==> config.mk <==
export PLATFORM = sky130hd
export DESIGN_NAME = cmd_ring_fetch
export DESIGN_NICKNAME = d
export VERILOG_FILES = /design/src/rtl/cmdring_pkg.sv /design/src/rtl/cmdring_regs.sv /design/src/rtl/cmdring_fetch.sv /design/src/rtl/cmdring_fifo.sv /design/src/rtl/cmd_ring_fetch.sv
export SDC_FILE = /design/constraint.sdc
export NUM_CORES = 1
export LEC_CHECK = 0
export BUFFER_PORTS_ARGS = -buffer_cell sky130_fd_sc_hd__buf_2
export CAP_MARGIN = 20
export CORE_MARGIN = 4
export CORE_UTILIZATION = 35
export CTS_CLUSTER_SIZE = 12
export DETAILED_ROUTE_END_ITERATION = 6
export SLEW_MARGIN = 20
export SYNTH_ARGS = -nofsm -noshare
export SYNTH_HDL_FRONTEND = slang
export SYNTH_SLANG_ARGS = --single-unit
==> constraint.sdc <==
create_clock -name clk -period 7.05 [get_ports clk]
set_clock_uncertainty 0.05 [all_clocks]
set_input_delay 1.41 -clock clk [delete_from_list [all_inputs] [get_ports clk]]
set_output_delay 1.41 -clock clk [all_outputs]
set_load 0.02 [all_outputs]
==> src/rtl/cmdring_pkg.sv <==
package cmdring_pkg;
   localparam int REG_IDX_W = 3;
   localparam logic [REG_IDX_W-1:0] REG_CTRL    = 3'd0;
   localparam logic [REG_IDX_W-1:0] REG_BASE_LO = 3'd1;
   localparam logic [REG_IDX_W-1:0] REG_BASE_HI = 3'd2;
   localparam logic [REG_IDX_W-1:0] REG_WPTR    = 3'd3;
   localparam logic [REG_IDX_W-1:0] REG_RPTR    = 3'd4;
   localparam int RST_BIT  = 15;
   localparam int MEM_AW   = 64;

   typedef enum logic [1:0] {
      FS_IDLE = 2'd0,
      FS_REQ  = 2'd1,
      FS_WAIT = 2'd2
   } fetch_state_e;
endpackage

==> src/rtl/cmdring_regs.sv <==
module cmdring_regs
   import cmdring_pkg::*;
#(
   parameter int PTR_W = 8
) (
   input  logic                 clk,
   input  logic                 rst_n,
   input  logic                 cfg_we,
   input  logic [REG_IDX_W-1:0] cfg_addr,
   input  logic [31:0]          cfg_wdata,
   output logic [31:0]          cfg_rdata,
   input  logic                 engine_busy,
   input  logic [PTR_W-1:0]     rd_ptr,
   output logic                 run,
   output logic [MEM_AW-1:0]    base_addr,
   output logic [PTR_W-1:0]     wr_ptr,
   output logic                 rptr_rst_req,
   output logic                 rptr_rst_hold
);
   logic [31:0] base_lo;
   logic [31:0] base_hi;
   logic        active;

   assign active       = run | engine_busy;
   assign base_addr    = {base_hi, base_lo};
   assign rptr_rst_req = cfg_we && (cfg_addr == REG_RPTR) && cfg_wdata[RST_BIT] && !active;

   always_ff @(posedge clk) begin
      if (!rst_n) begin
         run           <= 1'b0;
         base_lo       <= '0;
         base_hi       <= '0;
         wr_ptr        <= '0;
         rptr_rst_hold <= 1'b0;
      end else if (cfg_we) begin
         case (cfg_addr)
            REG_CTRL:    run <= cfg_wdata[0];
            REG_BASE_LO: if (!active) base_lo <= cfg_wdata;
            REG_BASE_HI: if (!active) base_hi <= cfg_wdata;
            REG_WPTR:    wr_ptr <= cfg_wdata[PTR_W-1:0];
            REG_RPTR: begin
               if (rptr_rst_req)
                  rptr_rst_hold <= 1'b1;
               else if (!cfg_wdata[RST_BIT])
                  rptr_rst_hold <= 1'b0;
            end
            default: ;
         endcase
      end
   end

   always_comb begin
      cfg_rdata = '0;
      case (cfg_addr)
         REG_CTRL:    cfg_rdata[0] = run;
         REG_BASE_LO: cfg_rdata = base_lo;
         REG_BASE_HI: cfg_rdata = base_hi;
         REG_WPTR:    cfg_rdata[PTR_W-1:0] = wr_ptr;
         REG_RPTR: begin
            cfg_rdata[PTR_W-1:0] = rd_ptr;
            cfg_rdata[RST_BIT]   = rptr_rst_hold;
         end
         default: cfg_rdata = '0;
      endcase
   end
endmodule

==> src/rtl/cmdring_fetch.sv <==
module cmdring_fetch
   import cmdring_pkg::*;
#(
   parameter int PTR_W = 8,
   parameter int CMD_W = 32
) (
   input  logic              clk,
   input  logic              rst_n,
   input  logic              run,
   input  logic [MEM_AW-1:0] base_addr,
   input  logic [PTR_W-1:0]  wr_ptr,
   input  logic              rptr_rst_req,
   input  logic              rptr_rst_hold,
   input  logic              fifo_full,
   output logic              req_valid,
   input  logic              req_ready,
   output logic [MEM_AW-1:0] req_addr,
   input  logic              rsp_valid,
   input  logic [CMD_W-1:0]  rsp_data,
   output logic              push,
   output logic [CMD_W-1:0]  push_data,
   output logic [PTR_W-1:0]  rd_ptr,
   output logic              busy
);
   fetch_state_e state;
   logic [PTR_W-1:0] nxt_idx;
   logic             start;

   assign nxt_idx   = rd_ptr + 1'b1;
   assign req_addr  = base_addr + MEM_AW'({nxt_idx, 2'b00});
   assign start     = run && !rptr_rst_hold && (rd_ptr != wr_ptr) && !fifo_full;
   assign req_valid = (state == FS_REQ);
   assign push      = (state == FS_WAIT) && rsp_valid;
   assign push_data = rsp_data;
   assign busy      = (state != FS_IDLE);

   always_ff @(posedge clk) begin
      if (!rst_n) begin
         state  <= FS_IDLE;
         rd_ptr <= '0;
      end else begin
         case (state)
            FS_IDLE: if (start) state <= FS_REQ;
            FS_REQ:  if (req_ready) state <= FS_WAIT;
            FS_WAIT: if (rsp_valid) begin
               state  <= FS_IDLE;
               rd_ptr <= nxt_idx;
            end
            default: state <= FS_IDLE;
         endcase
         if (rptr_rst_req) rd_ptr <= '0;
      end
   end
endmodule

==> src/rtl/cmdring_fifo.sv <==
module cmdring_fifo #(
   parameter int W     = 32,
   parameter int DEPTH = 4,
   localparam int IDX_W = $clog2(DEPTH),
   localparam int LVL_W = $clog2(DEPTH + 1)
) (
   input  logic             clk,
   input  logic             rst_n,
   input  logic             flush,
   input  logic             push,
   input  logic [W-1:0]     push_data,
   output logic             out_valid,
   input  logic             out_ready,
   output logic [W-1:0]     out_data,
   output logic [LVL_W-1:0] level,
   output logic             full
);
   logic [W-1:0]     slot [DEPTH];
   logic [IDX_W-1:0] wr_idx;
   logic [IDX_W-1:0] rd_idx;
   logic             pop;

   assign out_valid = (level != '0);
   assign out_data  = slot[rd_idx];
   assign pop       = out_valid && out_ready;
   assign full      = (level == LVL_W'(DEPTH));

   for (genvar i = 0; i < DEPTH; i++) begin : g_slot
      always_ff @(posedge clk) begin
         if (push && (wr_idx == IDX_W'(i))) slot[i] <= push_data;
      end
   end

   always_ff @(posedge clk) begin
      if (!rst_n || flush) begin
         wr_idx <= '0;
         rd_idx <= '0;
         level  <= '0;
      end else begin
         if (push) wr_idx <= wr_idx + 1'b1;
         if (pop)  rd_idx <= rd_idx + 1'b1;
         level <= level + LVL_W'(push) - LVL_W'(pop);
      end
   end
endmodule

==> src/rtl/cmd_ring_fetch.sv <==
module cmd_ring_fetch
   import cmdring_pkg::*;
#(
   parameter int PTR_W      = 8,
   parameter int CMD_W      = 32,
   parameter int FIFO_DEPTH = 4,
   localparam int LVL_W     = $clog2(FIFO_DEPTH + 1)
) (
   input  logic        clk,
   input  logic        rst_n,
   input  logic        cfg_we,
   input  logic [2:0]  cfg_addr,
   input  logic [31:0] cfg_wdata,
   output logic [31:0] cfg_rdata,
   output logic        mem_req_valid,
   input  logic        mem_req_ready,
   output logic [63:0] mem_req_addr,
   input  logic        mem_rsp_valid,
   input  logic [31:0] mem_rsp_data,
   output logic        cmd_valid,
   input  logic        cmd_ready,
   output logic [31:0] cmd_data
);
   if (PTR_W < 2 || PTR_W > RST_BIT) begin : g_bad_ptr
      $error("PTR_W must lie between 2 and 15");
   end
   if (FIFO_DEPTH < 2 || (FIFO_DEPTH & (FIFO_DEPTH - 1)) != 0) begin : g_bad_depth
      $error("FIFO_DEPTH must be a power of two, at least 2");
   end
   if (CMD_W != 32) begin : g_bad_cmd
      $error("CMD_W must be 32");
   end

   logic              run;
   logic [MEM_AW-1:0] base_addr;
   logic [PTR_W-1:0]  wr_ptr;
   logic [PTR_W-1:0]  rd_ptr;
   logic              rptr_rst_req;
   logic              rptr_rst_hold;
   logic              engine_busy;
   logic              fifo_full;
   logic              fifo_push;
   logic [CMD_W-1:0]  fifo_push_data;
   logic [LVL_W-1:0]  fifo_level;

   cmdring_regs #(.PTR_W(PTR_W)) u_regs (
      .clk(clk), .rst_n(rst_n), .cfg_we(cfg_we), .cfg_addr(cfg_addr),
      .cfg_wdata(cfg_wdata), .cfg_rdata(cfg_rdata), .engine_busy(engine_busy),
      .rd_ptr(rd_ptr), .run(run), .base_addr(base_addr), .wr_ptr(wr_ptr),
      .rptr_rst_req(rptr_rst_req), .rptr_rst_hold(rptr_rst_hold)
   );

   cmdring_fetch #(.PTR_W(PTR_W), .CMD_W(CMD_W)) u_fetch (
      .clk(clk), .rst_n(rst_n), .run(run), .base_addr(base_addr), .wr_ptr(wr_ptr),
      .rptr_rst_req(rptr_rst_req), .rptr_rst_hold(rptr_rst_hold), .fifo_full(fifo_full),
      .req_valid(mem_req_valid), .req_ready(mem_req_ready), .req_addr(mem_req_addr),
      .rsp_valid(mem_rsp_valid), .rsp_data(mem_rsp_data), .push(fifo_push),
      .push_data(fifo_push_data), .rd_ptr(rd_ptr), .busy(engine_busy)
   );

   cmdring_fifo #(.W(CMD_W), .DEPTH(FIFO_DEPTH)) u_fifo (
      .clk(clk), .rst_n(rst_n), .flush(rptr_rst_req), .push(fifo_push),
      .push_data(fifo_push_data), .out_valid(cmd_valid), .out_ready(cmd_ready),
      .out_data(cmd_data), .level(fifo_level), .full(fifo_full)
   );
endmodule

# After elaboration in Yosys (flattened, before gate mapping)
# Memory sizes are Yosys's and may differ from the RTL's. A register that Yosys moved wholly into a read port is not among the register bits.
# Cells that the tools add are included.
# classes
add_sub_neg	6
bitwise	3
eq_ne	15
reduce_logical	33
muxes	30
# op_table
operator	count
32-bit two-way mux	3
32-bit OR reduction	3
64-bit by 10-bit adder with 64-bit output	1
16-bit one-hot mux with 2 select lines	1
7-bit one-hot mux with 4 select lines	1
2-bit two-way mux	8
7-bit one-hot mux with 2 select lines	1
1-bit two-way mux	13
1-bit logical AND	12
3-bit AND reduction	4
8-bit by 1-bit adder with 8-bit output, second input constant	1
8-bit inequality test	1
2-bit == test, second input constant	3
3-bit by 2-bit == test with 1-bit output, second input constant	2
3-bit == test, second input constant	2
2-bit by 1-bit inequality test with 1-bit output, second input constant	3
2-bit one-hot mux with 3 select lines	1
2-bit AND reduction	3
1-bit one-hot mux with 5 select lines	1
2-bit by 1-bit adder with 2-bit output, second input constant	2
2-bit by 1-bit == test with 1-bit output, second input constant	2
1-bit logical NOT	4
2-bit logical NOT	2
3-bit by 1-bit adder with 3-bit output	1
11 further kinds	12
# totals
mem_bits_rw	128
mem_count	1
in_bits	73
output_inout_bits	130
regBits	91
# memory_table
memory	words	width	rd	rd_ports_with_merged_regs	wr	line	source
u_fifo.slot	4	32	1	1	1	cmdring_fifo.sv:18	logic [W-1:0] slot [DEPTH];

# Depth between registers and ports, before layout
# depth
ltp_word	9
mapped_depth	12

# Hierarchy
# From an unflattened synthesis, not the netlist that was laid out.
# hier_totals
cells_unflattened	897
area_unflattened_um2	10740.3
# modules_own_cells
mod	cells_each	n_inst	area_each_um2
cmdring_fifo	215	1	5148.7
cmdring_regs	358	1	3293.2
cmdring_fetch	324	1	2298.5

# Worst setup path before layout
# Ideal clock, no wire load.
# synth_path
path_type	register to output
start	register u_fetch.rd_ptr[2]
end	output mem_req_addr[29]
required_time_ns	5.590
stages_incl_launch_ff	13
t_arrival_ns	2.962
setup_slack_ns	2.628
path_cell_list	dfxtp_1 > clkbuf_1 > nand3_1 > or2_2 > nor2_1 > xor2_1 > ha_1 > a21oi_1 > o211ai_1 > o21ai_2 > buf_2 > nor3_1 > xnor2_1
# synth_via
elab_chain_cells	2
# synth_rtl
item	line	source
start: declaration	cmdring_fetch.sv:22	output logic [PTR_W-1:0] rd_ptr,
start signal: assignment	cmdring_fetch.sv:47	rd_ptr <= nxt_idx;
8-bit by 1-bit adder with 8-bit output	cmdring_fetch.sv:29	assign nxt_idx = rd_ptr + 1'b1;
net u_fetch.nxt_idx[7]	cmdring_fetch.sv:26	logic [PTR_W-1:0] nxt_idx;
64-bit by 10-bit adder with 64-bit output	cmdring_fetch.sv:30	assign req_addr = base_addr + MEM_AW'({nxt_idx, 2'b00});
end: declaration	cmd_ring_fetch.sv:17	output logic [63:0] mem_req_addr,
# The timed path passes the listed nets, and every way through them passes these cells.

# Worst setup path after layout
# layout_path
start	register u_fetch.rd_ptr[2]
end	output mem_req_addr[58]
# The elaborated chain is that of the path after synthesis.

==> flow_metrics.py <==
metrics = {
    "power_and_ir_drop": {
        "ir_drop_v": 0.000138,
        "leakagePower_nw": 4.91,
        "power_density_nw_per_um2": 249,
        "finalPower_mw": 3.17,
    },
    "finish": {
        "final_layout_size_suffix_gt1_share_pct": 27.5,
        "layout_common_cells": "buf_2 (202), nand2_1 (195), edfxtp_1 (128)",
        "area_growth_pct": 20.0,
        "final_common_cell": "buf_2",
        "layout.nets": 1207,
        "nFillCells": 2843,
    },
    "synth": {
        "ys_types": 62,
        "synthArstFlopShare_pct": 0,
        "syn_nets": 1023,
        "ys.flop_type": "edfxtp_1",
        "synth_warnings": 0,
        "mappedNetlistArea_um2": 10600,
        "synth-seq-area-share_pct": 53.8,
        "syn-instance-count": 932,
        "synth_seq_cells": 221,
        "synth_edf_count": 128,
        "syn_area_per_cell_um2": 11.4,
    },
    "sta": {
        "worst_pin_slew_ns": 0.825,
        "fin_ws_ns": 1.59,
        "max_freq_mhz": 183,
        "fin_setup_tns_ns": 0,
        "rsz0062_at_grt": "false",
        "finalMaxSlewViolations": 0,
        "post-route-period-util_pct": 77.4,
        "whs_ns": 0.448,
        "hold_viol": 0,
        "slew-limit-headroom_pct": 45.0,
        "layout_min_cycle_time_ns": 5.46,
        "finalSetupViolations": 0,
    },
    "placed_design": {
        "dpl.hpwl_um": 20400,
        "portBuffers": 202,
        "gp_congestion": 0.875,
        "detailedPlace.worstSlack_ns": 2.17,
    },
    "global_routing": {
        "grt_start_max_net_pins": 79,
        "grt_pass1_wl_um": 46300,
        "grt_pass1_vias": 8002,
        "grt_overflow": 0,
        "antenna_found_initial": 2,
        "grt.total_usage_pct": 17.5,
    },
    "cts": {
        "clockBufferDepth": 3,
        "hold_buffers": 0,
        "htree_levels": 1,
        "cts-root-buf": "clkbuf_16",
        "clk_pin_slew_worst_paths_ns": 0.06,
        "clk_latency_ns": 0.53,
        "numCtsBuffers": 25,
        "postCtsSetupRepairBufs": 0,
        "cts_resized": 0,
        "cts.sinks": 221,
        "cts_tree": "built",
    },
    "floorplanning": {
        "io_pins": 203,
        "row_count": 63,
        "die_y_um": 182,
        "core_um2": 29800,
        "start_util_pct": 35.6,
        "die_area_um2": 33100,
        "die_w_um": 182,
    },
    "min_path": {
        "hp-class": "reg -> reg",
        "min-delay-start": "u_fifo.wr_idx[1]",
    },
    "critical_path": {
        "reg2reg_slack_ns": 4.59,
        "r2r-start": "u_fifo.level[1]",
        "worstPathMaxFanout": 13,
        "start_kind": "flip-flop",
        "crit_path_end_kind": "primary output",
        "path_class": "reg -> out",
        "cp.required_ns": 5.59,
        "critPathArrivalTime_ns": 4.00,
        "crit_start": "u_fetch.rd_ptr[2]",
    },
    "drt": {
        "vias_per_cell": 5.17,
        "vias": 7874,
        "drt_iter0_drc": 556,
        "post_drt_wl_per_cell_um": 19.4,
        "drcViolationCount": 0,
        "ant_nets": 0,
        "routed_wl_um": 29500,
        "drtPass1Iterations": 5,
    },
    "job": {
        "drv_cap": 0,
    },
    "outcome": {
        "outcome": "complete, no violations",
    },
}
==> final cells by class <==
| type | instances | area (um^2) | area share [%] |
|---|---|---|---|
| Multi-Input combinational cell | 642 | 4610 | 36.2 |
| Sequential cell | 221 | 5710 | 44.9 |
| Tap cell | 390 | 488 | 3.84 |
| Inverter | 12 | 45.0 | 0.354 |
| Clock buffer | 31 | 658 | 5.17 |
| Clock inverter | 11 | 114 | 0.895 |
| Timing Repair Buffer | 214 | 1100 | 8.65 |
| Antenna cell | 2 | 5.00 | 0.0393 |
==> Yosys cell counts, types with 2 or more instances <==
library cell  count  area, um^2
nor3_2            7        70.1
nor2b_1           8        50.1
nand4_1           9        56.3
a22o_1           22         193
buf_4             3        22.5
o22ai_1           8        50.1
a21o_1            2        15.0
a21oi_1          12        60.1
nor3b_1           3        22.5
inv_1            11        41.3
or2_2             5        31.3
a21boi_0         56         420
or3_1             2        12.5
and3_1            6        37.5
and2_1            6        37.5
mux4_2           32         721
nand3_1          19        95.1
nor3b_2           2        25.0
nand2b_1          2        12.5
a22oi_1           8        60.1
clkbuf_1         33         124
buf_1             3        11.3
nor4b_1           2        17.5
or4b_1            2        20.0
nor4_2            2        25.0
nand4_2           3        37.5
dfxtp_1          93        1860
and4_1            5        43.8
buf_2            16        80.1
xor2_1           56         490
nor2_1           44         165
fa_1              2        40.0
o21ai_0           4        20.0
ha_1             16         200
mux2i_1          10         100
nand2_1         195         732
edfxtp_1        128        3840
xnor2_1          28         245
o211ai_1          3        22.5
nor3_1           17        85.1
a21boi_1         18         135
nor4_1            9        56.3
==> worst max-delay path, stage by stage (launching register included) <==
cell and delay (ns):
dfxtp_1 0.46, nand3_1 0.18, or2_2 0.37, nor2_1 0.14, xor2_1 0.09, ha_1 0.39, nor2_1 0.10, nor4_4 0.39
nand4_2 0.52, nor3_1 0.40, xor2_1 0.20, buf_2 0.19
==> power by group <==
group	switching (mW)	total (mW)	internal, mW	leakage, nW
sequential	0.0313	1.42	1.39	1.90
combinational	0.290	0.517	0.226	2.63
clock	0.505	1.24	0.731	0.379
total	0.827	3.17	2.35	4.91
==> state kept, by name, summed over array words and instances (netlist names), named ones only <==
| name | flops |
|---|---|
| u_fetch.state | 2 |
| u_fifo.level | 3 |
| u_regs.run | 1 |
| u_fifo.rd_idx | 2 |
| u_fetch.rd_ptr | 8 |
| u_regs.base_hi | 32 |
| u_fifo.slot | 128 |
| u_fifo.wr_idx | 2 |
| u_regs.wr_ptr | 8 |
| u_regs.rptr_rst_hold | 1 |
| u_regs.base_lo | 32 |
==> routing by layer <==
metal,track usage [%],vias up,wire (um)
met2,28.4,302,13700
met5,0,-,12
met3,4.01,48,2270
met4,4.74,2,659
met1,23.7,3815,12900
li1,-,3707,-
==> path summary, 6_finish.rpt <==
| check | endpoint | cells after the start |
|---|---|---|
| worst min-delay path | u_fifo.wr_idx[1] | 2 |
| worst max-delay path | mem_req_addr[58] | 11 |
| worst max register to register | u_fifo.level[2] | 10 |
| worst min register to register | u_fifo.wr_idx[1] | 2 |
==> kinds of logic (layout without fill, tap and decap cells) <==
group                    Yosys count  count (layout)  synth area share (%)
AND/OR/NAND/NOR                  357             357                  16.4
AO/OA/AOI/OAI                    141             141                  9.99
flip-flops                       221             221                  53.8
other                              0               2                     0
multiplexers                      42              42                  7.74
adder cells (fa/ha/maj)           18              18                  2.27
XOR/XNOR                          84              84                  6.94
buffers and inverters             69             268                  2.82
==> metrics by stage <==
step | instances | instance area [um^2] | utilization [%]
CTS | 1521 | 12700 | 42.7
finish | 1523 | 12700 | 42.7
floorplan | 932 | 10600 | -
global placement | 1479 | 11900 | 40.1
detailed placement | 1479 | 11900 | 40.1
global route | 1522 | 12700 | 42.7
Power figures use the tool's default switching activity.
